File: src/rtl/xwin_pkg.sv
// Shared types for the internal data RAM decoder.
// Assumes: nothing beyond IEEE 1800-2017.
package xwin_pkg;
    typedef enum logic {
        PH_IDLE = 1'b0,   // waiting for a request
        PH_DATA = 1'b1    // second cycle of an accepted access
    } phase_e;
endpackage

File: src/rtl/xwin_decode.sv
// Address decoder: builds the effective address from either mode and
// flags whether it falls in the internal window at the top of the space.
// Assumes: the window is the top 2**LOW_W addresses; purely combinational.
module xwin_decode #(
    parameter int ADDR_W = 16,
    parameter int LOW_W  = 8,
    localparam int PAGE_W = ADDR_W - LOW_W
) (
    input  logic              map_en,
    input  logic              short_mode,
    input  logic [ADDR_W-1:0] addr_in,
    input  logic [PAGE_W-1:0] page_in,
    output logic [ADDR_W-1:0] eff_addr,
    output logic              hit_int
);
    // form effective address and window hit
    always_comb begin
        eff_addr = short_mode ? {page_in, addr_in[LOW_W-1:0]} : addr_in;
        hit_int  = map_en && (&eff_addr[ADDR_W-1:LOW_W]);
    end
endmodule

File: src/rtl/xwin_ram.sv
// Internal data RAM: one write port, one combinational read port.
// Assumes: no reset on the array, so contents persist across reset.
module xwin_ram #(
    parameter int DATA_W = 8,
    parameter int LOW_W  = 8,
    localparam int DEPTH = 1 << LOW_W
) (
    input  logic              clk,
    input  logic              we,
    input  logic [LOW_W-1:0]  addr,
    input  logic [DATA_W-1:0] wdata,
    output logic [DATA_W-1:0] rdata
);
    logic [DATA_W-1:0] mem [DEPTH];

    // store write data; deliberately independent of reset
    always_ff @(posedge clk) begin
        if (we) mem[addr] <= wdata;
    end

    // return the addressed word
    always_comb rdata = mem[addr];
endmodule

File: src/rtl/xwin_seq.sv
// Access sequencer: accepts a request while idle, holds it for the
// second cycle and produces the RAM write strobe in that cycle only.
// Assumes: synchronous active-low reset; the write strobe comes from
// registered state, so a reset at the end of cycle two cannot stop it.
module xwin_seq #(
    parameter int ADDR_W = 16,
    parameter int DATA_W = 8
) (
    input  logic              clk,
    input  logic              rst_n,
    input  logic              req_valid,
    input  logic              req_we,
    input  logic [ADDR_W-1:0] eff_addr,
    input  logic              hit_int,
    input  logic [DATA_W-1:0] req_wdata,
    output logic              in_data,
    output logic              cur_we,
    output logic              cur_hit,
    output logic [ADDR_W-1:0] cur_addr,
    output logic [DATA_W-1:0] cur_wdata,
    output logic              ram_we
);
    import xwin_pkg::*;

    phase_e phase_q;
    logic   accept;

    // a request is taken only while idle
    always_comb accept = (phase_q == PH_IDLE) && req_valid;

    // phase register: one data cycle per accepted request
    always_ff @(posedge clk) begin
        if (!rst_n)      phase_q <= PH_IDLE;
        else if (accept) phase_q <= PH_DATA;
        else             phase_q <= PH_IDLE;
    end

    // capture the decoded access at acceptance
    always_ff @(posedge clk) begin
        if (!rst_n) begin
            cur_we    <= 1'b0;
            cur_hit   <= 1'b0;
            cur_addr  <= '0;
            cur_wdata <= '0;
        end else if (accept) begin
            cur_we    <= req_we;
            cur_hit   <= hit_int;
            cur_addr  <= eff_addr;
            cur_wdata <= req_wdata;
        end
    end

    // second-cycle indicators
    always_comb begin
        in_data = (phase_q == PH_DATA);
        ram_we  = in_data && cur_we && cur_hit;
    end

    // the data cycle is always followed by idle, whatever is requested
    p_no_overlap_r11: assert property (@(posedge clk) disable iff (!rst_n)
        in_data |=> !in_data);

    // RAM is written only in the cycle after an acceptance
    p_wstb_second_r6: assert property (@(posedge clk) disable iff (!rst_n)
        ram_we |-> $past(accept));
endmodule

File: src/rtl/xwin_ctrl.sv
// Top of the internal data RAM decoder. Holds the map-enable bit, routes
// each two-cycle access to the internal RAM or to the external bus, and
// muxes read data back.
// Assumes: synchronous active-low reset; external read data is valid in
// the second cycle of an external read.
module xwin_ctrl #(
    parameter int ADDR_W = 16,
    parameter int DATA_W = 8,
    parameter int LOW_W  = 8,
    localparam int PAGE_W = ADDR_W - LOW_W
) (
    input  logic              clk,
    input  logic              rst_n,
    input  logic              en_wr,
    input  logic              en_val,
    input  logic              req_valid,
    input  logic              req_we,
    input  logic              req_short,
    input  logic [ADDR_W-1:0] req_addr,
    input  logic [PAGE_W-1:0] req_page,
    input  logic [DATA_W-1:0] req_wdata,
    input  logic [DATA_W-1:0] ext_rdata,
    output logic              rsp_valid,
    output logic [DATA_W-1:0] rsp_data,
    output logic              ext_req,
    output logic              ext_we,
    output logic [ADDR_W-1:0] ext_addr,
    output logic [DATA_W-1:0] ext_wdata,
    output logic              int_sel
);
    logic              map_en;
    logic [ADDR_W-1:0] eff_addr;
    logic              hit_int;
    logic              in_data;
    logic              cur_we;
    logic              cur_hit;
    logic [ADDR_W-1:0] cur_addr;
    logic [DATA_W-1:0] cur_wdata;
    logic              ram_we;
    logic [DATA_W-1:0] ram_rdata;

    // map-enable bit, cleared by reset
    always_ff @(posedge clk) begin
        if (!rst_n)     map_en <= 1'b0;
        else if (en_wr) map_en <= en_val;
    end

    xwin_decode #(.ADDR_W(ADDR_W), .LOW_W(LOW_W)) u_decode (
        .map_en     (map_en),
        .short_mode (req_short),
        .addr_in    (req_addr),
        .page_in    (req_page),
        .eff_addr   (eff_addr),
        .hit_int    (hit_int)
    );

    xwin_seq #(.ADDR_W(ADDR_W), .DATA_W(DATA_W)) u_seq (
        .clk       (clk),
        .rst_n     (rst_n),
        .req_valid (req_valid),
        .req_we    (req_we),
        .eff_addr  (eff_addr),
        .hit_int   (hit_int),
        .req_wdata (req_wdata),
        .in_data   (in_data),
        .cur_we    (cur_we),
        .cur_hit   (cur_hit),
        .cur_addr  (cur_addr),
        .cur_wdata (cur_wdata),
        .ram_we    (ram_we)
    );

    xwin_ram #(.DATA_W(DATA_W), .LOW_W(LOW_W)) u_ram (
        .clk   (clk),
        .we    (ram_we),
        .addr  (cur_addr[LOW_W-1:0]),
        .wdata (cur_wdata),
        .rdata (ram_rdata)
    );

    // steer the second cycle to one target and return read data
    always_comb begin
        int_sel   = in_data && cur_hit;
        ext_req   = in_data && !cur_hit;
        ext_we    = ext_req && cur_we;
        ext_addr  = cur_addr;
        ext_wdata = cur_wdata;
        rsp_valid = in_data && !cur_we;
        rsp_data  = cur_hit ? ram_rdata : ext_rdata;
    end

    // never both targets at once
    p_one_target_r10: assert property (@(posedge clk) disable iff (!rst_n)
        !(ext_req && int_sel));

    // internal selection only for addresses in the top window
    p_window_r2: assert property (@(posedge clk) disable iff (!rst_n)
        int_sel |-> (&ext_addr[ADDR_W-1:LOW_W]));

    // enable is clear right after reset is released
    p_reset_off_r1: assert property (@(posedge clk) disable iff (!rst_n)
        $rose(rst_n) |-> !map_en);

    // read response is a single-cycle pulse
    p_rsp_pulse_r6: assert property (@(posedge clk) disable iff (!rst_n)
        rsp_valid |=> !rsp_valid);
endmodule

File: config.mk
export PLATFORM = sky130hd
export DESIGN_NAME = xwin_ctrl
export DESIGN_NICKNAME = d
export VERILOG_FILES = /design/src/rtl/xwin_pkg.sv /design/src/rtl/xwin_decode.sv /design/src/rtl/xwin_ram.sv /design/src/rtl/xwin_seq.sv /design/src/rtl/xwin_ctrl.sv
export SDC_FILE = /design/constraint.sdc
export NUM_CORES = 2
export LEC_CHECK = 0
export BUFFER_PORTS_ARGS = -buffer_cell sky130_fd_sc_hd__buf_2
export CAP_MARGIN = 30
export CORE_MARGIN = 2
export CORE_UTILIZATION = 30
export CTS_CLUSTER_DIAMETER = 100
export DETAILED_ROUTE_END_ITERATION = 8
export SKIP_CTS_REPAIR_TIMING = 1
export SLEW_MARGIN = 20
export SYNTH_ARGS = -nofsm -noshare
export SYNTH_HDL_FRONTEND = slang
export SYNTH_SLANG_ARGS = --single-unit
File: constraint.sdc
create_clock -name clk -period 5.1 [get_ports clk]
set_input_delay 0.765 -clock clk [delete_from_list [all_inputs] [get_ports clk]]
set_output_delay 0.765 -clock clk [all_outputs]
set_load 0.01 [all_outputs]
==> out/qor.csv <==
metric,value,unit
CP Launch Type,flop,
path depth of the worst reg2reg path,6,
"commonest non-fill, non-tap cells in the layout","edfxtp_1, mux2i_1, mux4_2, nor2_1, clkbuf_16",
standard-cell rows,191,
post-synthesis register bit count,2084,
Critical Path AT,4300,ps
chip height,526,um
max-slew violation count,0,
final hold vios,0,
Fin Setup TNS,0,ps
synthesized area per cell,19.7,sq um
Post-Route Hold Slack,165,ps
worst path required time,4340,ps
port bufs,82,
# IOs,83,
number of max-cap violations,0,
Worst-Skew Late Latency,850,ps
CTS tree,done,
syn nets,4199,
synthesized instance count,4152,
ANT nets after route,0,
Setup crit end kind,primary output,
Starting Density,30.2,%
ys flop type,edfxtp_1,
ys async rst share,0,%
Slew headroom,21.9,%
Detailed Routing Iterations Pass 1,5,
post-synth top area share,75.2,%
initial antenna violation count,13,
DR DRC count,0,
Clock Sink Count,2084,
Setup crit end,rsp_data[5],
root buffer cell,clkbuf_16,
WL/cell,26.5,um
yosys warns,0,
clk_skew,35.1,ps
vias in the first global route,41600,
Buf/Inv on CP,4,
Crit path depth,11,
largest net degree at the start of global routing,207,
Fmax,0.197,GHz
R2R setup slack,1390,ps
full die area,0.277,sq mm
crit-path max cell delay,550,ps
"most common cell after layout, fill and taps aside",edfxtp_1,
"Cell Chain, Critical Path","buf_4, buf_12, buf_16, mux4_2, mux2i_1, o21ai_0, nor3_2, nor3_2, o2111ai_1, o221ai_4, buf_2",
final setup fails,0,
worst r2r src,u_seq.cur_hit,
Final Cycle Share,99.4,%
Post-synth EDFFs,2048,
Critical-path top delay cell,mux4_2,
PwrDens,377,mW/mm^2
Yosys cell types,70,
largest area contributor in the netlist,edfxtp_1,
via count,42100,
r2r endpoint,u_ram.mem[8][0],
Die X,526,um
status,completed,
Slew @ Worst Pin,1170,ps
sequential share of the synthesized area,76.0,%
vias per cell,5.18,
crit path time final,5070,ps
Post-layout nets,4439,
first-pass GRT wire length,305000,um
Leak,29.2,nW
Worst-path clk slew,60,ps
mapped cell area,0.0818,sq mm
crit-path most repeated cell,nor3_2,
Tot GR Track Use,15.1,%
worst hold-check path type,in -> reg,
WL final,215000,um
initial DRC count,4443,
Crit path max-delay family,buffers and inverters,
gp weighted congestion,0.849,
total grt overflow,0,
Layout Area Growth over Synthesis,14.3,%
Synth area leaders,"edfxtp_1, mux4_2, mux2i_1",
layout cell share with drive strength beyond 1,20.5,%
detailed placement HPWL,132000,um
core area,0.271,sq mm
CP max FO,37,
unrepaired setup endpoints after global routing,true,
VDD IR-drop max,0.300,mV
clk buf depth,3,
CTS Buf Count,201,
H-tree depth,4,
Worst Setup Path Type,reg -> out,
registers in the layout, summed over array words and instances, names as in the netlist, named ones only:
register and flops:
map_en 1, u_seq.cur_addr 16, u_seq.cur_hit 1, u_seq.cur_we 1, u_seq.in_data 1, u_ram.mem 2048
u_seq.cur_wdata 8
logic make-up (layout without fill, tap and decap cells):
group,Yosys count,count (layout),synth area share [%]
AO/OA/AOI/OAI,483,483,4.17
buffers and inverters,257,661,2.34
flip-flops,2084,2084,76.0
multiplexers,723,723,14.2
AND/OR/NAND/NOR,605,605,3.21
other,0,4,0
layout make-up:
class / instances / area [sq um]
clock inverters: 103 / 1010
multi-input cells: 1811 / 17900
well taps: 3570 / 4470
repair buffers: 288 / 2520
inverters: 6 / 30.0
fillers: 25300 / 177000
flip-flops and latches: 2084 / 62300
clock buffers: 264 / 5390
diodes: 4 / 10.0
how the worst min path moves through the flow:
stage                                  start  cells after the start                  to  slack [ps]
after CTS                       req_wdata[7]                      3  u_seq.cur_wdata[7]         100
after global placement     u_seq.cur_addr[9]                      1   u_seq.cur_addr[9]         480
after global routing            req_wdata[3]                      3  u_seq.cur_wdata[3]         150
final                           req_wdata[7]                      3  u_seq.cur_wdata[7]         160
after detailed placement  u_seq.cur_addr[14]                      1  u_seq.cur_addr[14]         500
after floorplan                 u_seq.cur_we                      2        u_seq.cur_we         480
cell usage after synthesis, drive strengths merged (17+ instances only):
library cell  number
o21ai             58
nand3             27
dfxtp             36
buf              150
o22ai            110
nand2            169
a221oi            38
a21oi             70
mux4             340
mux2i            373
o221ai            66
a21boi            18
a2111oi           22
and2              17
nor3              24
clkbuf           101
a211oi            39
nor2             290
edfxtp          2048
power by group:
group | internal (mW) | switching (mW)
logic | 0.608 | 1.13
clock network | 8.33 | 6.27
registers | 18.8 | 0.0907
per-stage QoR:
step	power, mW	area (sq um)	worst slack [ps]	utilization, %	instances
after floorplan	20.4	81800	769	-	4152
after global placement	20.9	86600	69.8	31.9	7730
after detailed placement	21.0	86600	231	32.0	7734
after CTS	35.4	93000	-687	34.3	8101
after global routing	36.2	93600	-50.9	34.5	8128
final	35.3	93600	32.5	34.5	8130
routing by layer:
layer,part of all wire [%],routed length [um],GRT usage (%),vias up
met5,0.019,40,0,-
met4,2.6,5640,4.19,6
met3,7.9,17000,2.65,317
met2,49,105000,24.9,1923
met1,41,87900,20.3,22300
li1,-,-,-,17600
worst min-delay path, cell delays in order:
cell and delay, ps:
buf_2 100, nand2_1 40, a21boi_0 60
No activity file was read; power rests on OpenSTA's default activity.
